`src/rtl/t1dpll_pkg.sv`:
```
package t1dpll_pkg;
   // how far the frame phase moves on one tick
   typedef enum logic [1:0] {
      ADV_HOLD = 2'd0,   // stretch
      ADV_ONE  = 2'd1,   // normal
      ADV_TWO  = 2'd2    // shrink
   } adv_t;
endpackage

```
`src/rtl/t1dpll_ref_sync.sv`:
```
module t1dpll_ref_sync #(
   parameter int STAGES = 2
) (
   input  logic clk,
   input  logic rst_n,
   input  logic ref_i,
   output logic fall_o
);
   if (STAGES < 2) begin : g_bad_stages
      $error("t1dpll_ref_sync: STAGES must be at least 2");
   end

   // q[0..STAGES-1] synchronise, q[STAGES] is the delayed copy for edge detection
   logic [STAGES:0] q;

   always_ff @(posedge clk or negedge rst_n) begin
      if (!rst_n) q <= '0;
      else        q <= {q[STAGES-1:0], ref_i};
   end

   assign fall_o = q[STAGES] & ~q[STAGES-1];

   // a detected fall lasts exactly one tick
   a_r3_single_fall: assert property (@(posedge clk) disable iff (!rst_n)
      fall_o |=> !fall_o);
endmodule

```
`src/rtl/t1dpll_phase_det.sv`:
```
module t1dpll_phase_det
   import t1dpll_pkg::*;
#(
   parameter int FRAME_TICKS    = 3088,
   parameter int DEADBAND_TICKS = 8,
   parameter int PH_W           = 12
) (
   input  logic [PH_W-1:0] ph_i,
   input  logic            fall_i,
   output adv_t            adv_o,
   output logic            corr_o
);
   localparam int HALF = FRAME_TICKS / 2;
   localparam int DB_LO = HALF - DEADBAND_TICKS / 2;
   localparam int DB_HI = HALF + DEADBAND_TICKS / 2;

   if ((DEADBAND_TICKS % 2) != 0 || DEADBAND_TICKS < 2 || DB_LO < 1) begin : g_bad_db
      $error("t1dpll_phase_det: dead band must be even and fit inside half a frame");
   end

   logic int8k;    // internal 8 kHz wave, high in first half frame
   logic win_act;  // correction window active (outside dead band)

   assign int8k   = ph_i < PH_W'(HALF);
   assign win_act = !((ph_i >= PH_W'(DB_LO)) && (ph_i < PH_W'(DB_HI)));

   always_comb begin
      adv_o  = ADV_ONE;
      corr_o = 1'b0;
      if (fall_i && win_act) begin
         corr_o = 1'b1;
         adv_o  = int8k ? ADV_TWO : ADV_HOLD;
      end
   end
endmodule

```
`src/rtl/t1dpll_timebase.sv`:
```
module t1dpll_timebase
   import t1dpll_pkg::*;
#(
   parameter int FRAME_TICKS    = 3088,
   parameter int TICKS_PER_LINE = 16,
   parameter int PH_W           = 12
) (
   input  logic            clk,
   input  logic            rst_n,
   input  adv_t            adv_i,
   output logic [PH_W-1:0] ph_o,
   output logic            line_clk_o
);
   localparam int SUB_W = $clog2(TICKS_PER_LINE);

   logic [PH_W-1:0] ph;
   logic [PH_W:0]   sum;
   logic [PH_W-1:0] nxt;

   always_comb begin
      sum = {1'b0, ph} + (PH_W+1)'(adv_i);
      if (sum >= (PH_W+1)'(FRAME_TICKS)) nxt = PH_W'(sum - (PH_W+1)'(FRAME_TICKS));
      else                               nxt = sum[PH_W-1:0];
   end

   always_ff @(posedge clk or negedge rst_n) begin
      if (!rst_n) ph <= '0;
      else        ph <= nxt;
   end

   assign ph_o       = ph;
   assign line_clk_o = ~ph[SUB_W-1];

   a_r1_range: assert property (@(posedge clk) disable iff (!rst_n)
      ph < PH_W'(FRAME_TICKS));
   a_r1_advance: assert property (@(posedge clk) disable iff (!rst_n)
      (adv_i == ADV_ONE) |=> ph == PH_W'((int'($past(ph)) + 1) % FRAME_TICKS));
   a_r5_shrink: assert property (@(posedge clk) disable iff (!rst_n)
      (adv_i == ADV_TWO) |=> ph == PH_W'((int'($past(ph)) + 2) % FRAME_TICKS));
   a_r6_stretch: assert property (@(posedge clk) disable iff (!rst_n)
      (adv_i == ADV_HOLD) |=> ph == $past(ph));
endmodule

```
`src/rtl/t1dpll_lock.sv`:
```
module t1dpll_lock #(
   parameter int LOCK_FRAMES = 4
) (
   input  logic clk,
   input  logic rst_n,
   input  logic fall_i,
   input  logic corr_i,
   output logic locked_o
);
   localparam int CNT_W = $clog2(LOCK_FRAMES + 1);

   if (LOCK_FRAMES < 1) begin : g_bad_lock
      $error("t1dpll_lock: LOCK_FRAMES must be at least 1");
   end

   logic [CNT_W-1:0] quiet;

   always_ff @(posedge clk or negedge rst_n) begin
      if (!rst_n) quiet <= '0;
      else if (fall_i) begin
         if (corr_i)                            quiet <= '0;
         else if (quiet != CNT_W'(LOCK_FRAMES)) quiet <= quiet + 1'b1;
      end
   end

   assign locked_o = (quiet == CNT_W'(LOCK_FRAMES));

   a_r7_clear: assert property (@(posedge clk) disable iff (!rst_n)
      (fall_i && corr_i) |=> !locked_o);
   a_r7_rise_cause: assert property (@(posedge clk) disable iff (!rst_n)
      $rose(locked_o) |-> ($past(fall_i) && !$past(corr_i)));
   a_r7_steady: assert property (@(posedge clk) disable iff (!rst_n)
      !fall_i |=> $stable(locked_o));
endmodule

```
`src/rtl/t1_line_dpll.sv`:
```
module t1_line_dpll
   import t1dpll_pkg::*;
#(
   parameter int TICKS_PER_LINE  = 16,
   parameter int LINES_PER_FRAME = 193,
   parameter int DEADBAND_TICKS  = 8,
   parameter int LOCK_FRAMES     = 4,
   parameter int SYNC_STAGES     = 2
) (
   input  logic clk_sys,
   input  logic rst_n,
   input  logic ref_frame_i,
   output logic line_clk_o,
   output logic line_clk_n_o,
   output logic locked_o
);
   localparam int FRAME_TICKS = TICKS_PER_LINE * LINES_PER_FRAME;
   localparam int PH_W        = $clog2(FRAME_TICKS);

   if (TICKS_PER_LINE < 4 || (TICKS_PER_LINE & (TICKS_PER_LINE - 1)) != 0) begin : g_bad_tpl
      $error("t1_line_dpll: TICKS_PER_LINE must be a power of two, at least 4");
   end
   if (DEADBAND_TICKS >= FRAME_TICKS / 2) begin : g_bad_band
      $error("t1_line_dpll: dead band wider than half a frame");
   end

   logic            fall;
   logic            corr;
   adv_t            adv;
   logic [PH_W-1:0] ph;
   logic            lclk;

   t1dpll_ref_sync #(.STAGES(SYNC_STAGES)) u_sync (
      .clk(clk_sys), .rst_n(rst_n), .ref_i(ref_frame_i), .fall_o(fall)
   );

   t1dpll_phase_det #(
      .FRAME_TICKS(FRAME_TICKS), .DEADBAND_TICKS(DEADBAND_TICKS), .PH_W(PH_W)
   ) u_det (
      .ph_i(ph), .fall_i(fall), .adv_o(adv), .corr_o(corr)
   );

   t1dpll_timebase #(
      .FRAME_TICKS(FRAME_TICKS), .TICKS_PER_LINE(TICKS_PER_LINE), .PH_W(PH_W)
   ) u_tb (
      .clk(clk_sys), .rst_n(rst_n), .adv_i(adv), .ph_o(ph), .line_clk_o(lclk)
   );

   t1dpll_lock #(.LOCK_FRAMES(LOCK_FRAMES)) u_lock (
      .clk(clk_sys), .rst_n(rst_n), .fall_i(fall), .corr_i(corr), .locked_o(locked_o)
   );

   assign line_clk_o   = lclk;
   assign line_clk_n_o = ~lclk;

   // outputs at their reset values while reset is held
   always_comb begin
      if (!rst_n) a_r8_reset_outputs: assert (lclk && !locked_o);
   end
endmodule

```
`config.mk`:
```
export PLATFORM = sky130hd
export DESIGN_NAME = t1_line_dpll
export DESIGN_NICKNAME = d
export VERILOG_FILES = /design/src/rtl/t1dpll_pkg.sv /design/src/rtl/t1dpll_ref_sync.sv /design/src/rtl/t1dpll_phase_det.sv /design/src/rtl/t1dpll_timebase.sv /design/src/rtl/t1dpll_lock.sv /design/src/rtl/t1_line_dpll.sv
export SDC_FILE = /design/constraint.sdc
export NUM_CORES = 1
export LEC_CHECK = 0
export BUFFER_PORTS_ARGS = -buffer_cell sky130_fd_sc_hd__buf_2
export CORE_MARGIN = 2
export CORE_UTILIZATION = 39
export DETAILED_ROUTE_END_ITERATION = 7
export GPL_TIMING_DRIVEN = 1
export HOLD_SLACK_MARGIN = 0.15
export PLACE_DENSITY = 0.53
export RECOVER_POWER = 25
export REMOVE_ABC_BUFFERS = 1
export SYNTH_ARGS = -nofsm -noshare
export SYNTH_HDL_FRONTEND = slang
export SYNTH_SLANG_ARGS = --single-unit
export TNS_END_PERCENT = 1
```
`constraint.sdc`:
```
create_clock -name clk_sys -period 4.75 [get_ports clk_sys]
set_input_delay 0.2375 -clock clk_sys [delete_from_list [all_inputs] [get_ports clk_sys]]
set_output_delay 0.2375 -clock clk_sys [all_outputs]
set_load 0.01 [all_outputs]
```
**Yosys cells after proc, flatten, opt, wreduce, memory -nomap -nowiden**

Cells that the tools add are included.

- Add/subtract/negate cells: 3
- Order comparisons: 4
- Multiplexer cells: 6
- Bitwise gates (word level): 3
- Reductions and logical operators: 5
- Equal/unequal tests: 2

Operators with widths:

| kind | count |
|---|---|
| less-than comparator 12 x 11 -> 1 bit, second input constant | 2 |
| adder 12 x 2 -> 13 bit | 1 |
| greater-or-equal comparator 13 x 12 -> 1 bit, second input constant | 1 |
| greater-or-equal comparator 12 x 11 -> 1 bit, second input constant | 1 |
| 2-to-1 mux 12 bit | 1 |
| subtractor 12 bit, second input constant | 1 |
| 2-to-1 mux 3 bit | 2 |
| 2-to-1 mux 2 bit | 2 |
| adder 3 x 1 -> 3 bit, second input constant | 1 |
| equality test 3 bit, second input constant | 1 |
| inequality test 3 bit, second input constant | 1 |
| logical AND 1 bit | 2 |
| NOT 1 bit | 2 |
| AND reduction 2 bit | 1 |
| nonzero test 2 bit | 1 |
| AND 1 bit | 1 |
| logical NOT 1 bit | 1 |
| 2-to-1 mux 1 bit | 1 |

- Output and inout port bits: 3
- Word-level logic and storage cells: 26
- Flip-flop bits (word level): 18

**Depth between registers and ports, before layout**

- Depth in word-level cells: 8
- Mapped depth: 15
- Depth with buffers taken out: 14

**By module**

A second synthesis with hierarchy kept.

- Cell total of the unflattened synthesis: 151
- Area, all modules: 1476.4 µm²

Modules (own cells, without submodules):

| module | cells an instance | instances | area an instance (µm²) | seq. area each (µm²) |
|---|---|---|---|---|
| t1dpll_timebase | 119 | 1 | 1124.8 | 300.3 |
| t1dpll_lock | 17 | 1 | 178.9 | 75.1 |
| t1dpll_ref_sync | 4 | 1 | 88.8 | 75.1 |
| t1dpll_phase_det | 10 | 1 | 80.1 | 0.0 |
| t1_line_dpll | 1 | 1 | 3.8 | 0.0 |

**Worst setup path before layout**

No wires, ideal clock.

- Path kind: register to register
- Start point: reg u_tb.ph[4] (netlist: u_tb.ph_o[4])
- End point: reg u_tb.ph[5] (netlist: u_tb.ph_o[5])
- Path slack: 1.230 ns
- Data required time: 4.623 ns
- Cell stages (with the launch flop): 16
- Clock period less this slack: 3.520 ns
- Arrival: 3.393 ns
- Cell sequence: dfrtp_1 > buf_2 > nor4_1 > nand2_1 > or3_1 > nand2_1 > ha_1 > inv_1 > fa_1 > nand3b_1 > nor3_1 > xnor2_1 > nor2_1 > and2_1 > a211o_1 > xor2_1

- Word-level cells in the longest chain between the ends: 8
- Elaborated cells on any way between the ends: 12

RTL lines:

| what | RTL line | text |
|---|---|---|
| start: declaration | t1dpll_timebase.sv:16 | `logic [PH_W-1:0] ph;` |
| start signal: assignment | t1dpll_timebase.sv:28 | `else ph <= nxt;` |
| greater-or-equal comparator 12 x 11 -> 1 bit / less-than comparator 12 x 11 -> 1 bit (equally long branches) | t1dpll_phase_det.sv:25 | `assign win_act = !((ph_i >= PH_W'(DB_LO)) && (ph_i < PH_W'(DB_HI)));` |
| logical AND 1 bit | t1dpll_phase_det.sv:25 |  |
| logical NOT 1 bit | t1dpll_phase_det.sv:25 |  |
| logical AND 1 bit | t1dpll_phase_det.sv:30 | `if (fall_i && win_act) begin` |
| 2-to-1 mux 2 bit | t1dpll_phase_det.sv:30 |  |
| adder 12 x 2 -> 13 bit (*) | t1dpll_timebase.sv:21 | `sum = {1'b0, ph} + (PH_W+1)'(adv_i);` |
| subtractor 12 bit / greater-or-equal comparator 13 x 12 -> 1 bit (equally long branches) | t1dpll_timebase.sv:22 | `if (sum >= (PH_W+1)'(FRAME_TICKS)) nxt = PH_W'(sum - (PH_W+1)'(FRAME_TICKS));` |
| 2-to-1 mux 12 bit (*) | t1dpll_timebase.sv:22 |  |
| net u_tb.nxt[5] | t1dpll_timebase.sv:18 | `logic [PH_W-1:0] nxt;` |

Mark *: on every way through the listed nets, which the timed path passes. The rest lies on a longest branch.
A chain may end at the register's enable or synchronous reset.

**Worst setup path after layout**

Same ends and word-level chain as after synthesis.

==> impl_metrics.csv <==
group,metric,value,unit
routing,dr_total_vias,835,
power,p_int,328,uW
logic_synthesis,ys.warnings.count,0,
power,power,530,uW
timing,final_hold_viol_count,0,
die,io_pins,6,
logic_synthesis,synthMuxAreaShare,0.0484,
setup_path,critPathRequiredTime,4.94,ns
place,place.detailed.hpwl,1540,um
clock_network,holdBufCountCts,2,
die,die-area,0.00336,sq mm
routing,wirelength,2000,um
setup_path,start_kind,"flip-flop",
power,ir_drop,0.000232,V
logic_synthesis,synth.largest_area_cell,"dfrtp_1",
routing,post_drt_via_cell_ratio,5.22,
place,placed_area,0.00117,sq mm
global_route,gr-total-overflow,0,
clock_network,cts_buffer_depth,2,
setup_path,end_kind,"flip-flop",
cells_and_area,multi_input_area,616,sq um
place,port_buffers,5,
cells_and_area,syn_to_final_growth,7.81,%
timing,period_share,0.801,
global_route,antenna_found_initial,0,
power,p_sw_frac,0.380,
timing,whs,0.356,ns
logic_synthesis,yosys.area_share.simple,0.223,
global_route,grt_start_max_net_pins,19,
power,power_frac_clock,0.180,
routing,initialDrtViolationCount,27,
logic_synthesis,postSynthCellCount,123,
power,cellPowerDensity,432,mW/mm^2
timing,finalSetupViolCount,0,
power,power_switching,201,uW
place,gp_congestion,0.794,
clock_network,cts_buffers,3,
logic_synthesis,synth_top_family_by_area,"simple AND/OR/NAND/NOR gates",
logic_synthesis,synthAdderAreaFrac,0.0616,
logic_synthesis,synth-xor-area-share,0.100,
timing,relSlewSlack,0.333,
timing,min_period,3.81,ns
logic_synthesis,ys_seq_area_frac,0.396,
global_route,grt_pass1_vias,829,
logic_synthesis,ys_types,36,
logic_synthesis,avgSynthCellArea,9.25,sq um
clock_network,htree_levels,1,
clock_network,cts-root-buf,"clkbuf_4",
setup_path,r2r_slack,0.94,ns
routing,firstDrtPassIters,4,
die,die_w,58,um
setup_path,reg2reg_to,"u_tb.ph_o[5]",
status,status,"finished, final reports clean",
run,drv_cap,0,
logic_synthesis,yosys-top-cells-area,"dfrtp_1 (40%), xnor2_1 (8.5%), ha_1 (4.4%), nand2_1 (4.3%), inv_1 (3.6%)",
global_route,grtUsageTotal,0.141,
cells_and_area,nNetsFinal,138,
timing,slew_violations,0,
clock_network,post_cts_buffers,0,
clock_network,cts_tree,"yes",
logic_synthesis,synth-main-ff-cell,"dfrtp_1",
cells_and_area,antenna_cells,0,
timing,worst_pin_slew,1.00,ns
die,std_cell_rows,19,
logic_synthesis,synthesis.area,0.00114,sq mm
clock_network,cts_resized,0,
cells_and_area,post-route-util,0.445,
logic_synthesis,synthTopCellsByCount,"dfrtp_1 (18), nand2_1 (13), inv_1 (11), xnor2_1 (11), nor2_1 (8)",
power,p_leak,0.000592,uW
setup_path,worstSetupPathType,"flip-flop to flip-flop",
die,coreArea,0.00276,sq mm
power,power_frac_seq,0.453,
logic_synthesis,synth_compound_area_frac,0.108,
setup_path,critPathCapture,"u_tb.ph_o[5]",
cells_and_area,fillers,278,
logic_synthesis,synth_top_area_share,0.396,
logic_synthesis,ys_seq_elements,18,
routing,drc,0,
clock_network,clock_latency,0.30,ns
die,die_y,58,um
routing,ant_nets,0,
setup_path,critPathMaxFanout,8,
setup_path,arrival,4.00,ns
setup_path,ff2ff_path_depth,14,
setup_path,reg2reg_from,"u_tb.ph_o[4]",
power,combPwrFrac,0.367,
timing,tns,0,ns
cells_and_area,regArea,450,sq um
setup_path,crit_start,"u_tb.ph_o[4]",
cells_and_area,drive_above_1_share,0.109,
routing,wl_per_cell,12.5,um
timing,clock.fmax,263,MHz
clock_network,clk_pin_slew_worst_paths,0.11,ns
clock_network,clkSinkCount,18,
timing,clock_skew,0.0105,ns
logic_synthesis,yosys.cell_count.top_type,"dfrtp_1",
global_route,grt_pass1_wl,3550,um
timing,rsz0062_at_grt,"false",
logic_synthesis,synth_edf_count,0,
worst_hold_path,min_path_type,"flip-flop to flip-flop",
logic_synthesis,async_flop_share,1.00,
cells_and_area,final_cell_area,0.00123,sq mm
die,start_util,0.412,
## area by class of cell
class,count,share of cell area
Clock buffer,4,0.0296
Inverter,11,0.0337
Timing Repair Buffer,7,0.0357
Tap cell,31,0.0316
Multi-Input combinational cell,89,0.502
Sequential cell,18,0.367
## critical path, stage by stage, from the launching register on
cell and delay [ns]:
dfrtp_1 0.47, nor4_1 0.31, nand2_1 0.12, or3_1 0.42
nand2_1 0.08, ha_1 0.15, inv_1 0.05, fa_1 0.41
nand3b_1 0.33, nor3_1 0.30, xnor2_1 0.27, nor2_1 0.14
and2_1 0.20, a211o_1 0.30, xor2_1 0.14
## power by group through the flow
stage	combinational, uW	sequential, uW	clock, uW
after floorplan	155	234	0
after global placement	192	242	0
after detailed placement	196	244	0
after CTS	198	240	101
after global routing	221	247	108
final	194	240	95.4
## metal layers
layer	wire (um)	global-route usage	vias up
met2	917	0.231	11
met5	0	0	-
met1	986	0.174	391
li1	-	-	429
met3	59	0.0268	4
met4	40	0.0797	0
## worst min-delay path by stage
stage | from | end | slack [ns] | cells after the start
floorplan | rst_n | u_lock.quiet[0] | -0.06 | 0
global placement | rst_n | u_tb.ph_o[1] | 0.20 | 1
detailed placement | rst_n | u_tb.ph_o[1] | 0.20 | 1
CTS | u_sync.q[0] | u_sync.q[1] | 0.36 | 0
global route | u_sync.q[0] | u_sync.q[1] | 0.39 | 0
finish | u_sync.q[0] | u_sync.q[1] | 0.36 | 0
## layout by cell type (no fill, tap or decap), drive strengths merged, types with 3 or more instances in the layout
cell type   n
dfrtp      18
nand2      13
inv        11
xnor2      11
nor2        8
a21oi       6
nand3       5
o21ai       5
clkbuf      5
mux2i       4
ha          4
buf         4
nor3        4
and2        3
o22ai       3
## state kept, by name, indices dropped and copies added, names as in the netlist
name and count:
u_tb.ph_o 12, u_lock.quiet 3, u_sync.q 3
## logic make-up (layout without fill, tap and decap cells)
group | after synthesis | in the layout
adders and majority gates | 5 | 5
DFF | 18 | 18
and+or+nand+nor | 47 | 47
xor gates and xnor gates | 13 | 13
buffers and inverters | 16 | 22
muxes | 5 | 5
AOI/OAI and AO/OA | 19 | 19
## stage by stage
step | cells | setup WS [ns]
2_1_floorplan | 118 | 1.27
3_3_place_gp | 154 | 1.01
3_5_place_dp | 154 | 0.942
4_1_cts | 160 | 0.899
5_1_grt | 160 | 0.587
6_report | 160 | 0.943
Note: power is estimated with default switching activity, not from simulation.
